--- src/rtl/gpr_rf_pkg.sv ---
package gpr_rf_pkg;

  typedef enum logic [2:0] {
    SZ_FULL    = 3'b000,
    SZ_WORD    = 3'b001,
    SZ_HALF    = 3'b010,
    SZ_BYTE_LO = 3'b011,
    SZ_BYTE_HI = 3'b100
  } size_e;

  localparam int WORD_BITS = 32;
  localparam int HALF_BITS = 16;
  localparam int BYTE_BITS = 8;

endpackage

--- src/rtl/gpr_wr_merge.sv ---
module gpr_wr_merge
  import gpr_rf_pkg::*;
#(
  parameter int DATA_W  = 64,
  parameter int IDX_W   = 4,
  parameter int HB_REGS = 4
) (
  input  logic [DATA_W-1:0] old_val,
  input  logic [DATA_W-1:0] wdata,
  input  logic [2:0]        size,
  input  logic [IDX_W-1:0]  idx,
  output logic [DATA_W-1:0] new_val,
  output logic              legal
);

  localparam logic [IDX_W:0] HB_LIM = (IDX_W+1)'(HB_REGS);

  logic hb_lane_ok;
  assign hb_lane_ok = ({1'b0, idx} < HB_LIM);

  always_comb begin
    new_val = old_val;
    legal   = 1'b0;
    case (size)
      SZ_FULL: begin
        new_val = wdata;
        legal   = 1'b1;
      end
      SZ_WORD: begin
        new_val = {{(DATA_W-WORD_BITS){1'b0}}, wdata[WORD_BITS-1:0]};
        legal   = 1'b1;
      end
      SZ_HALF: begin
        new_val = {old_val[DATA_W-1:HALF_BITS], wdata[HALF_BITS-1:0]};
        legal   = 1'b1;
      end
      SZ_BYTE_LO: begin
        new_val = {old_val[DATA_W-1:BYTE_BITS], wdata[BYTE_BITS-1:0]};
        legal   = 1'b1;
      end
      SZ_BYTE_HI: begin
        legal = hb_lane_ok;
        if (hb_lane_ok)
          new_val = {old_val[DATA_W-1:HALF_BITS], wdata[BYTE_BITS-1:0],
                     old_val[BYTE_BITS-1:0]};
      end
      default: begin
        new_val = old_val;
        legal   = 1'b0;
      end
    endcase
  end

endmodule

--- src/rtl/gpr_rd_extract.sv ---
module gpr_rd_extract
  import gpr_rf_pkg::*;
#(
  parameter int DATA_W  = 64,
  parameter int IDX_W   = 4,
  parameter int HB_REGS = 4
) (
  input  logic [DATA_W-1:0] src,
  input  logic [2:0]        size,
  input  logic [IDX_W-1:0]  idx,
  output logic [DATA_W-1:0] field
);

  localparam logic [IDX_W:0] HB_LIM = (IDX_W+1)'(HB_REGS);

  always_comb begin
    field = '0;
    case (size)
      SZ_FULL:    field = src;
      SZ_WORD:    field = {{(DATA_W-WORD_BITS){1'b0}}, src[WORD_BITS-1:0]};
      SZ_HALF:    field = {{(DATA_W-HALF_BITS){1'b0}}, src[HALF_BITS-1:0]};
      SZ_BYTE_LO: field = {{(DATA_W-BYTE_BITS){1'b0}}, src[BYTE_BITS-1:0]};
      SZ_BYTE_HI: begin
        if ({1'b0, idx} < HB_LIM)
          field = {{(DATA_W-BYTE_BITS){1'b0}}, src[HALF_BITS-1:BYTE_BITS]};
      end
      default:    field = '0;
    endcase
  end

endmodule

--- src/rtl/gpr_subfield_rf.sv ---
module gpr_subfield_rf
  import gpr_rf_pkg::*;
#(
  parameter int NUM_REGS = 16,
  parameter int DATA_W   = 64,
  parameter int HB_REGS  = 4
) (
  input  logic                        clk,
  input  logic                        rst_n,
  input  logic                        wr_en,
  input  logic [$clog2(NUM_REGS)-1:0] wr_idx,
  input  logic [2:0]                  wr_size,
  input  logic [DATA_W-1:0]           wr_data,
  input  logic [$clog2(NUM_REGS)-1:0] rd0_idx,
  input  logic [2:0]                  rd0_size,
  output logic [DATA_W-1:0]           rd0_data,
  input  logic [$clog2(NUM_REGS)-1:0] rd1_idx,
  input  logic [2:0]                  rd1_size,
  output logic [DATA_W-1:0]           rd1_data,
  output logic                        wr_illegal
);

  localparam int IDX_W  = $clog2(NUM_REGS);
  localparam int NUM_RD = 2;

  logic [DATA_W-1:0] rf_q [NUM_REGS];
  logic [DATA_W-1:0] merged;
  logic              wr_legal;
  logic              wr_commit;
  logic [NUM_REGS-1:0] entry_we;
  logic              illegal_d;
  logic              illegal_q;

  // Write path: merge with the current contents of the target entry
  gpr_wr_merge #(
    .DATA_W (DATA_W),
    .IDX_W  (IDX_W),
    .HB_REGS(HB_REGS)
  ) u_merge (
    .old_val(rf_q[wr_idx]),
    .wdata  (wr_data),
    .size   (wr_size),
    .idx    (wr_idx),
    .new_val(merged),
    .legal  (wr_legal)
  );

  assign wr_commit = wr_en & wr_legal;
  assign illegal_d = wr_en & ~wr_legal;

  always_comb begin
    for (int i = 0; i < NUM_REGS; i++)
      entry_we[i] = wr_commit && (wr_idx == IDX_W'(i));
  end

  always_ff @(posedge clk or negedge rst_n) begin
    if (!rst_n) begin
      for (int i = 0; i < NUM_REGS; i++) rf_q[i] <= '0;
    end else begin
      for (int i = 0; i < NUM_REGS; i++)
        if (entry_we[i]) rf_q[i] <= merged;
    end
  end

  always_ff @(posedge clk or negedge rst_n) begin
    if (!rst_n) illegal_q <= 1'b0;
    else        illegal_q <= illegal_d;
  end

  assign wr_illegal = illegal_q;

  // Read ports with write-through bypass
  logic [IDX_W-1:0]  rp_idx  [NUM_RD];
  logic [2:0]        rp_size [NUM_RD];
  logic [DATA_W-1:0] rp_src  [NUM_RD];
  logic [DATA_W-1:0] rp_out  [NUM_RD];

  assign rp_idx[0]  = rd0_idx;
  assign rp_size[0] = rd0_size;
  assign rp_idx[1]  = rd1_idx;
  assign rp_size[1] = rd1_size;

  for (genvar p = 0; p < NUM_RD; p++) begin : g_rd
    assign rp_src[p] = (wr_commit && (wr_idx == rp_idx[p])) ? merged
                                                            : rf_q[rp_idx[p]];
    gpr_rd_extract #(
      .DATA_W (DATA_W),
      .IDX_W  (IDX_W),
      .HB_REGS(HB_REGS)
    ) u_ext (
      .src  (rp_src[p]),
      .size (rp_size[p]),
      .idx  (rp_idx[p]),
      .field(rp_out[p])
    );
  end

  assign rd0_data = rp_out[0];
  assign rd1_data = rp_out[1];

  // Assertions
  a_r3_word_clears_upper: assert property (@(posedge clk) disable iff (!rst_n)
    (wr_en && wr_size == 3'b001) |=> (rf_q[$past(wr_idx)][DATA_W-1:WORD_BITS] == '0));

  a_r4_half_keeps_upper: assert property (@(posedge clk) disable iff (!rst_n)
    (wr_en && wr_size == 3'b010) |=>
      (rf_q[$past(wr_idx)][DATA_W-1:HALF_BITS] == $past(rf_q[wr_idx][DATA_W-1:HALF_BITS])));

  a_r5_lo_byte_keeps_rest: assert property (@(posedge clk) disable iff (!rst_n)
    (wr_en && wr_size == 3'b011) |=>
      (rf_q[$past(wr_idx)][DATA_W-1:BYTE_BITS] == $past(rf_q[wr_idx][DATA_W-1:BYTE_BITS])));

  a_r6_hi_byte_lane: assert property (@(posedge clk) disable iff (!rst_n)
    (wr_en && wr_size == 3'b100 && wr_legal) |=>
      (rf_q[$past(wr_idx)][HALF_BITS-1:BYTE_BITS] == $past(wr_data[BYTE_BITS-1:0]) &&
       rf_q[$past(wr_idx)][BYTE_BITS-1:0] == $past(rf_q[wr_idx][BYTE_BITS-1:0])));

  a_r7_dropped_write_holds: assert property (@(posedge clk) disable iff (!rst_n)
    (wr_en && !wr_legal) |=> (rf_q[$past(wr_idx)] == $past(rf_q[wr_idx])));

  a_r7_hb_flag_pulse: assert property (@(posedge clk) disable iff (!rst_n)
    (wr_en && wr_size == 3'b100 && {1'b0, wr_idx} >= (IDX_W+1)'(HB_REGS)) |=> wr_illegal);

  a_r8_bad_code_flag: assert property (@(posedge clk) disable iff (!rst_n)
    (wr_en && wr_size > 3'b100) |=> wr_illegal);

  a_r10_bypass_full: assert property (@(posedge clk) disable iff (!rst_n)
    (wr_en && wr_legal && rd0_idx == wr_idx && rd0_size == 3'b000) |=>
      (rf_q[$past(wr_idx)] == $past(rd0_data)));

  a_r12_idle_holds: assert property (@(posedge clk) disable iff (!rst_n)
    (!wr_en) |=> (!wr_illegal && rf_q[$past(wr_idx)] == $past(rf_q[wr_idx])));

endmodule

--- config.mk ---
export PLATFORM = sky130hd
export DESIGN_NAME = gpr_subfield_rf
export DESIGN_NICKNAME = d
export VERILOG_FILES = /design/src/rtl/gpr_rf_pkg.sv /design/src/rtl/gpr_wr_merge.sv /design/src/rtl/gpr_rd_extract.sv /design/src/rtl/gpr_subfield_rf.sv
export SDC_FILE = /design/constraint.sdc
export NUM_CORES = 2
export LEC_CHECK = 0
export ABC_AREA = 0
export BUFFER_PORTS_ARGS = -buffer_cell sky130_fd_sc_hd__buf_2
export CORE_UTILIZATION = 60
export DETAILED_ROUTE_END_ITERATION = 6
export PLACE_DENSITY = 0.77
export SETUP_SLACK_MARGIN = 0.2
export SKIP_CTS_REPAIR_TIMING = 1
export SYNTH_ARGS = -nofsm -noshare
export SYNTH_HDL_FRONTEND = slang
export SYNTH_SLANG_ARGS = --single-unit
--- constraint.sdc ---
create_clock -name clk -period 2.6 [get_ports clk]
set_input_delay 0.13 -clock clk [delete_from_list [all_inputs] [get_ports clk]]
set_output_delay 0.13 -clock clk [all_outputs]
set_load 0.01 [all_outputs]
# After elaboration in Yosys (flattened, before gate mapping)
# Cells that the tools add are included.
# word_totals
inputBits	88
reg_bits	1025
elab_cells	99
out_inout_bits	129
# classes
n_eq_ne	29
n_mux	18
magnitude_cmp	6
bitwise_logic	6
reduce_logical	23
# ops
operator	n
64-bit case mux with 5 select lines	3
64-bit binary-select mux with 4-bit select	3
64-bit two-way mux	8
4-bit equality test (second input constant)	8
3-bit by 2-bit equality test with 1-bit output (second input constant)	6
1-bit logical AND	18
4-bit by 3-bit equality test with 1-bit output (second input constant)	4
16-bit two-way mux	1
8-bit two-way mux	2
5-bit greater-or-equal comparator (second input constant)	3
4-bit NOT with 5-bit output	3
4-bit by 3-bit < comparator with 1-bit output (second input constant)	3
3-bit by 1-bit equality test with 1-bit output (second input constant)	3
3-bit equality test (second input constant)	3
3-bit zero test	3
4-bit by 2-bit equality test with 1-bit output (second input constant)	2
4-bit equality test	2
4-bit by 1-bit equality test with 1-bit output (second input constant)	1
4-bit zero test	1
4-bit OR reduction	1
1-bit bitwise AND	2
1-bit case mux with 2 select lines	1
1-bit NOT	1

# Longest topological paths before layout
# logic_depth
word_depth	9
ltp_mapped	12
mapped_depth_nobuf	6

# Modules after synthesis
# A second synthesis with hierarchy kept.
# unflattened
hier_cells	4197
hier_area_um2	64375.5
# modules_own_cells
mod	instances	seq_area_each_um2	cells_each	area_per_inst_um2
gpr_subfield_rf	1	25649.6	3860	62168.4
gpr_rd_extract	2	0.0	91	569.3
gpr_wr_merge	1	0.0	155	1068.5

# Worst setup path before layout
# OpenSTA, ideal clock, no wires.
# synth_path
path_type	input-to-output
from	in rd0_idx[0]
to	out rd0_data[16]
path_stages	7
n_path_buf	3
t_required_ns	2.470
arrival_time_ns	2.198
path_slack_ns	0.272
cell_sequence	clkbuf_1 -> buf_2 -> buf_1 -> mux4_2 -> mux4_2 -> nand2_1 -> o21ai_0
# synth_between
elab_chain_cells	6
word_cells_on_any_way	8
cone_classes	1 x eq/ne; 5 x mux; 1 x bitwise; 1 x reduce/logical
# synth_lines
element	line_no	text
start, declared	gpr_subfield_rf.sv:14	input logic [$clog2(NUM_REGS)-1:0] rd0_idx,
4-bit NOT with 5-bit output (implied by the code)	gpr_subfield_rf.sv:85	: rf_q[rp_idx[p]];
64-bit binary-select mux with 4-bit select	gpr_subfield_rf.sv:85	
64-bit two-way mux (implied by the code) (2 in a row)	gpr_subfield_rf.sv:85	
64-bit two-way mux (*)	gpr_subfield_rf.sv:84	assign rp_src[p] = (wr_commit && (wr_idx == rp_idx[p])) ? merged
64-bit case mux with 5 select lines (*)	gpr_rd_extract.sv:18	case (size)
end, declared	gpr_subfield_rf.sv:16	output logic [DATA_W-1:0] rd0_data,
# Every way passes the cells marked *; elsewhere a longest branch is shown, timed or not. The select of a mux whose other input is x is not followed.

# Final worst setup path
# layout_path
from	reg rf_q[456] (netlist name)
to	out rd1_data[0]
# layout_between
elab_chain_cells	8
word_cells_on_any_way	11
cone_classes	11 x mux
# layout_lines
element	line_no	text
start, declared	gpr_subfield_rf.sv:26	logic [DATA_W-1:0] rf_q [NUM_REGS];
start signal, assigned by index	gpr_subfield_rf.sv:61	if (entry_we[i]) rf_q[i] <= merged;
64-bit binary-select mux with 4-bit select	gpr_subfield_rf.sv:40	.old_val(rf_q[wr_idx]),
64-bit two-way mux (implied by the code) (2 in a row)	gpr_subfield_rf.sv:40	
16-bit two-way mux	gpr_wr_merge.sv:43	if (hb_lane_ok)
64-bit case mux with 5 select lines	gpr_wr_merge.sv:24	case (size)
64-bit two-way mux (*)	gpr_subfield_rf.sv:84	
8-bit two-way mux (*)	gpr_rd_extract.sv:24	if ({1'b0, idx} < HB_LIM)
64-bit case mux with 5 select lines (*)	gpr_rd_extract.sv:18	
end, declared	gpr_subfield_rf.sv:19	output logic [DATA_W-1:0] rd1_data,
# Marked as above.

==> results.json <==
{
  "critPathMaxFanout": 6,
  "ir_drop_uv": 529.3,
  "viasPerCell": 7.389,
  "drt_first_pass_iters": 6,
  "cts-root-buf": "clkbuf_16",
  "min_period_over_period_pct": 113.7,
  "outcome": "finished with violations",
  "ys_types": 49,
  "hold_class": "in -> reg",
  "final_common_cell": "nand2_1",
  "seq_area_frac_synth_pct": 41.27,
  "drive_above_1_share_pct": 37.17,
  "die_y_um": 323.8,
  "worst_setup_path_start_kind": "flip-flop",
  "drc": 0,
  "grt_pass1_wl_mm": 304.7,
  "cts.sinks": 1025,
  "critical_path_class": "reg -> out",
  "floorplan.initialDensity_pct": 60.82,
  "grt_usage_pct": 38.97,
  "place_area_mm2": 0.06651,
  "io_buffers": 216,
  "design_area_mm2": 0.07333,
  "grt-ovfl-total": 0,
  "coreArea_mm2": 0.1022,
  "area_growth_pct": 18.00,
  "die-area_mm2": 0.1049,
  "end_kind": "output port",
  "wirelength_mm": 208.3,
  "slew-limit-headroom_pct": 29.49,
  "grt_setup_unrepaired": "yes",
  "fin_nets": 5602,
  "finalWorstSetupSlack_ps": -355.4,
  "gp_congestion": 0.9023,
  "finalPower_mw": 48.38,
  "p_leak_nw": 30.47,
  "synth-edff-count": 0,
  "finClkSkew_ps": 25.48,
  "synth_area_leader_cell": "dfrtp_1",
  "grt_pass1_vias": 50737,
  "fin_util_pct": 71.76,
  "synthTopCellsByArea": "dfrtp_1, mux4_2, o21ai_0, nand2_1, mux2i_1",
  "clk_latency_ps": 720,
  "wire_per_inst_um": 29.86,
  "htreeDepth": 3,
  "grt_start_max_net_pins": 99,
  "syn_nets": 5345,
  "numCtsBuffers": 106,
  "tns_ps": -8877,
  "antenna_found_initial": 2,
  "vias": 51536,
  "netlist_area_mm2": 0.06214,
  "hold_violations": 21,
  "violations": "hold timing, setup timing",
  "syn-instance-count": 5257,
  "cts.path.max_buffers": 3,
  "syn_avg_cell_area_um2": 11.82,
  "dp_hpwl_mm": 116.3,
  "tightest_slew_ps": 1057,
  "clk_pin_slew_ps": 70,
  "core.rowCount": 117,
  "fmax_mhz": 338.4,
  "arrival_ps": 2830,
  "async_flop_share_pct": 100.0,
  "synth-seq-cells": 1025,
  "place_ws_ps": -239.2,
  "layout_common_cells": "nand2_1, dfrtp_1, o21ai_0, mux4_2, buf_4",
  "dp_cells": 6620,
  "chipWidth_um": 323.8,
  "synth_ff_type": "dfrtp_1",
  "cts_tree": "yes",
  "cp.required_ps": 2470,
  "drtAntennaViolNets": 0,
  "io_pins": 217,
  "first_iter_violations": 7965,
  "min_period_ps": 2955,
  "finalNonFillerCells": 6975,
  "setup_viol": 61,
  "p_per_area_mw_per_mm2": 659.8,
  "whs_ps": -38.37,
  "max_cap_viol_count": 0,
  "yosysWarnings": 0,
  "drv_slew": 0,
  "synth_top_area_share_pct": 41.27
}
==> path summary, 6_finish.rpt <==
| kind | depth (start not counted) | end | slack [ps] | startpoint |
|---|---|---|---|---|
| max in group asynchronous | 3 | rf_q[872] | 1590 | rst_n |
| min in group asynchronous | 2 | rf_q[968] | 0 | rst_n |
| worst max register to register | 8 | rf_q[255] | 400 | rf_q[127] |
| worst max-delay path | 8 | rd1_data[0] | -360 | rf_q[456] |
| worst min register to register | 2 | rf_q[25] | 520 | rf_q[25] |
| worst min-delay path | 4 | rf_q[1016] | -40 | wr_data[56] |
==> synthesized netlist by cell type (51+ instances only) <==
| cell type | number |
|---|---|
| inv_1 | 65 |
| mux2i_1 | 125 |
| buf_2 | 118 |
| o22ai_1 | 112 |
| buf_4 | 52 |
| nor2_1 | 59 |
| o21ai_0 | 1007 |
| dfrtp_1 | 1025 |
| mux4_2 | 849 |
| o21ai_1 | 51 |
| clkbuf_1 | 315 |
| nand2_1 | 1106 |
==> report_power, final <==
part | switching (mW) | internal [mW] | total, mW
clock network | 6.99 | 9.75 | 16.7
registers | 2.24 | 18.1 | 20.4
logic | 5.38 | 5.91 | 11.3
==> area by class of cell <==
cell class | instances | area [um2]
flip-flops and latches | 1025 | 25650
inverters | 65 | 244.0
diodes | 1 | 2.502
clock buffers | 134 | 2898
repair buffers | 718 | 6842
well taps | 1368 | 1712
multi-input cells | 3598 | 35070
fillers | 6326 | 28850
clock inverters | 66 | 909.6
==> worst max-delay path, stage by stage, from the launching register on <==
cell and delay [ps]:
dfrtp_1 420, mux4_2 490, mux2i_1 190, o211ai_1 140, a221oi_2 230, buf_4 200
mux2_4 200, o22ai_4 90, buf_6 150
==> sequential cells by signal, summed over array words and instances (netlist names) <==
register	cells
rf_q	1024
wr_illegal	1
==> metal layers <==
layer / vias to the layer above / part of all wire, % / GRT usage (%)
li1: 20282 / - / -
met1: 25687 / 33 / 51.00
met2: 4509 / 46 / 58.65
met3: 1056 / 14 / 11.40
met4: 2 / 6.4 / 22.53
met5: - / 0.039 / 0
==> kinds of logic (layout without fill, tap and decap cells) <==
| family | after synthesis | count (layout) | share of synthesized area, % |
|---|---|---|---|
| other | 0 | 1 | 0 |
| buffers and inverters | 634 | 983 | 4.729 |
| AND/OR/NAND/NOR | 1238 | 1238 | 7.755 |
| flip-flops | 1025 | 1025 | 41.27 |
| AO/OA/AOI/OAI | 1315 | 1315 | 11.87 |
| multiplexers | 1037 | 1037 | 34.26 |
| XOR/XNOR | 8 | 8 | 0.1128 |
(Power assumes the default switching activity.)
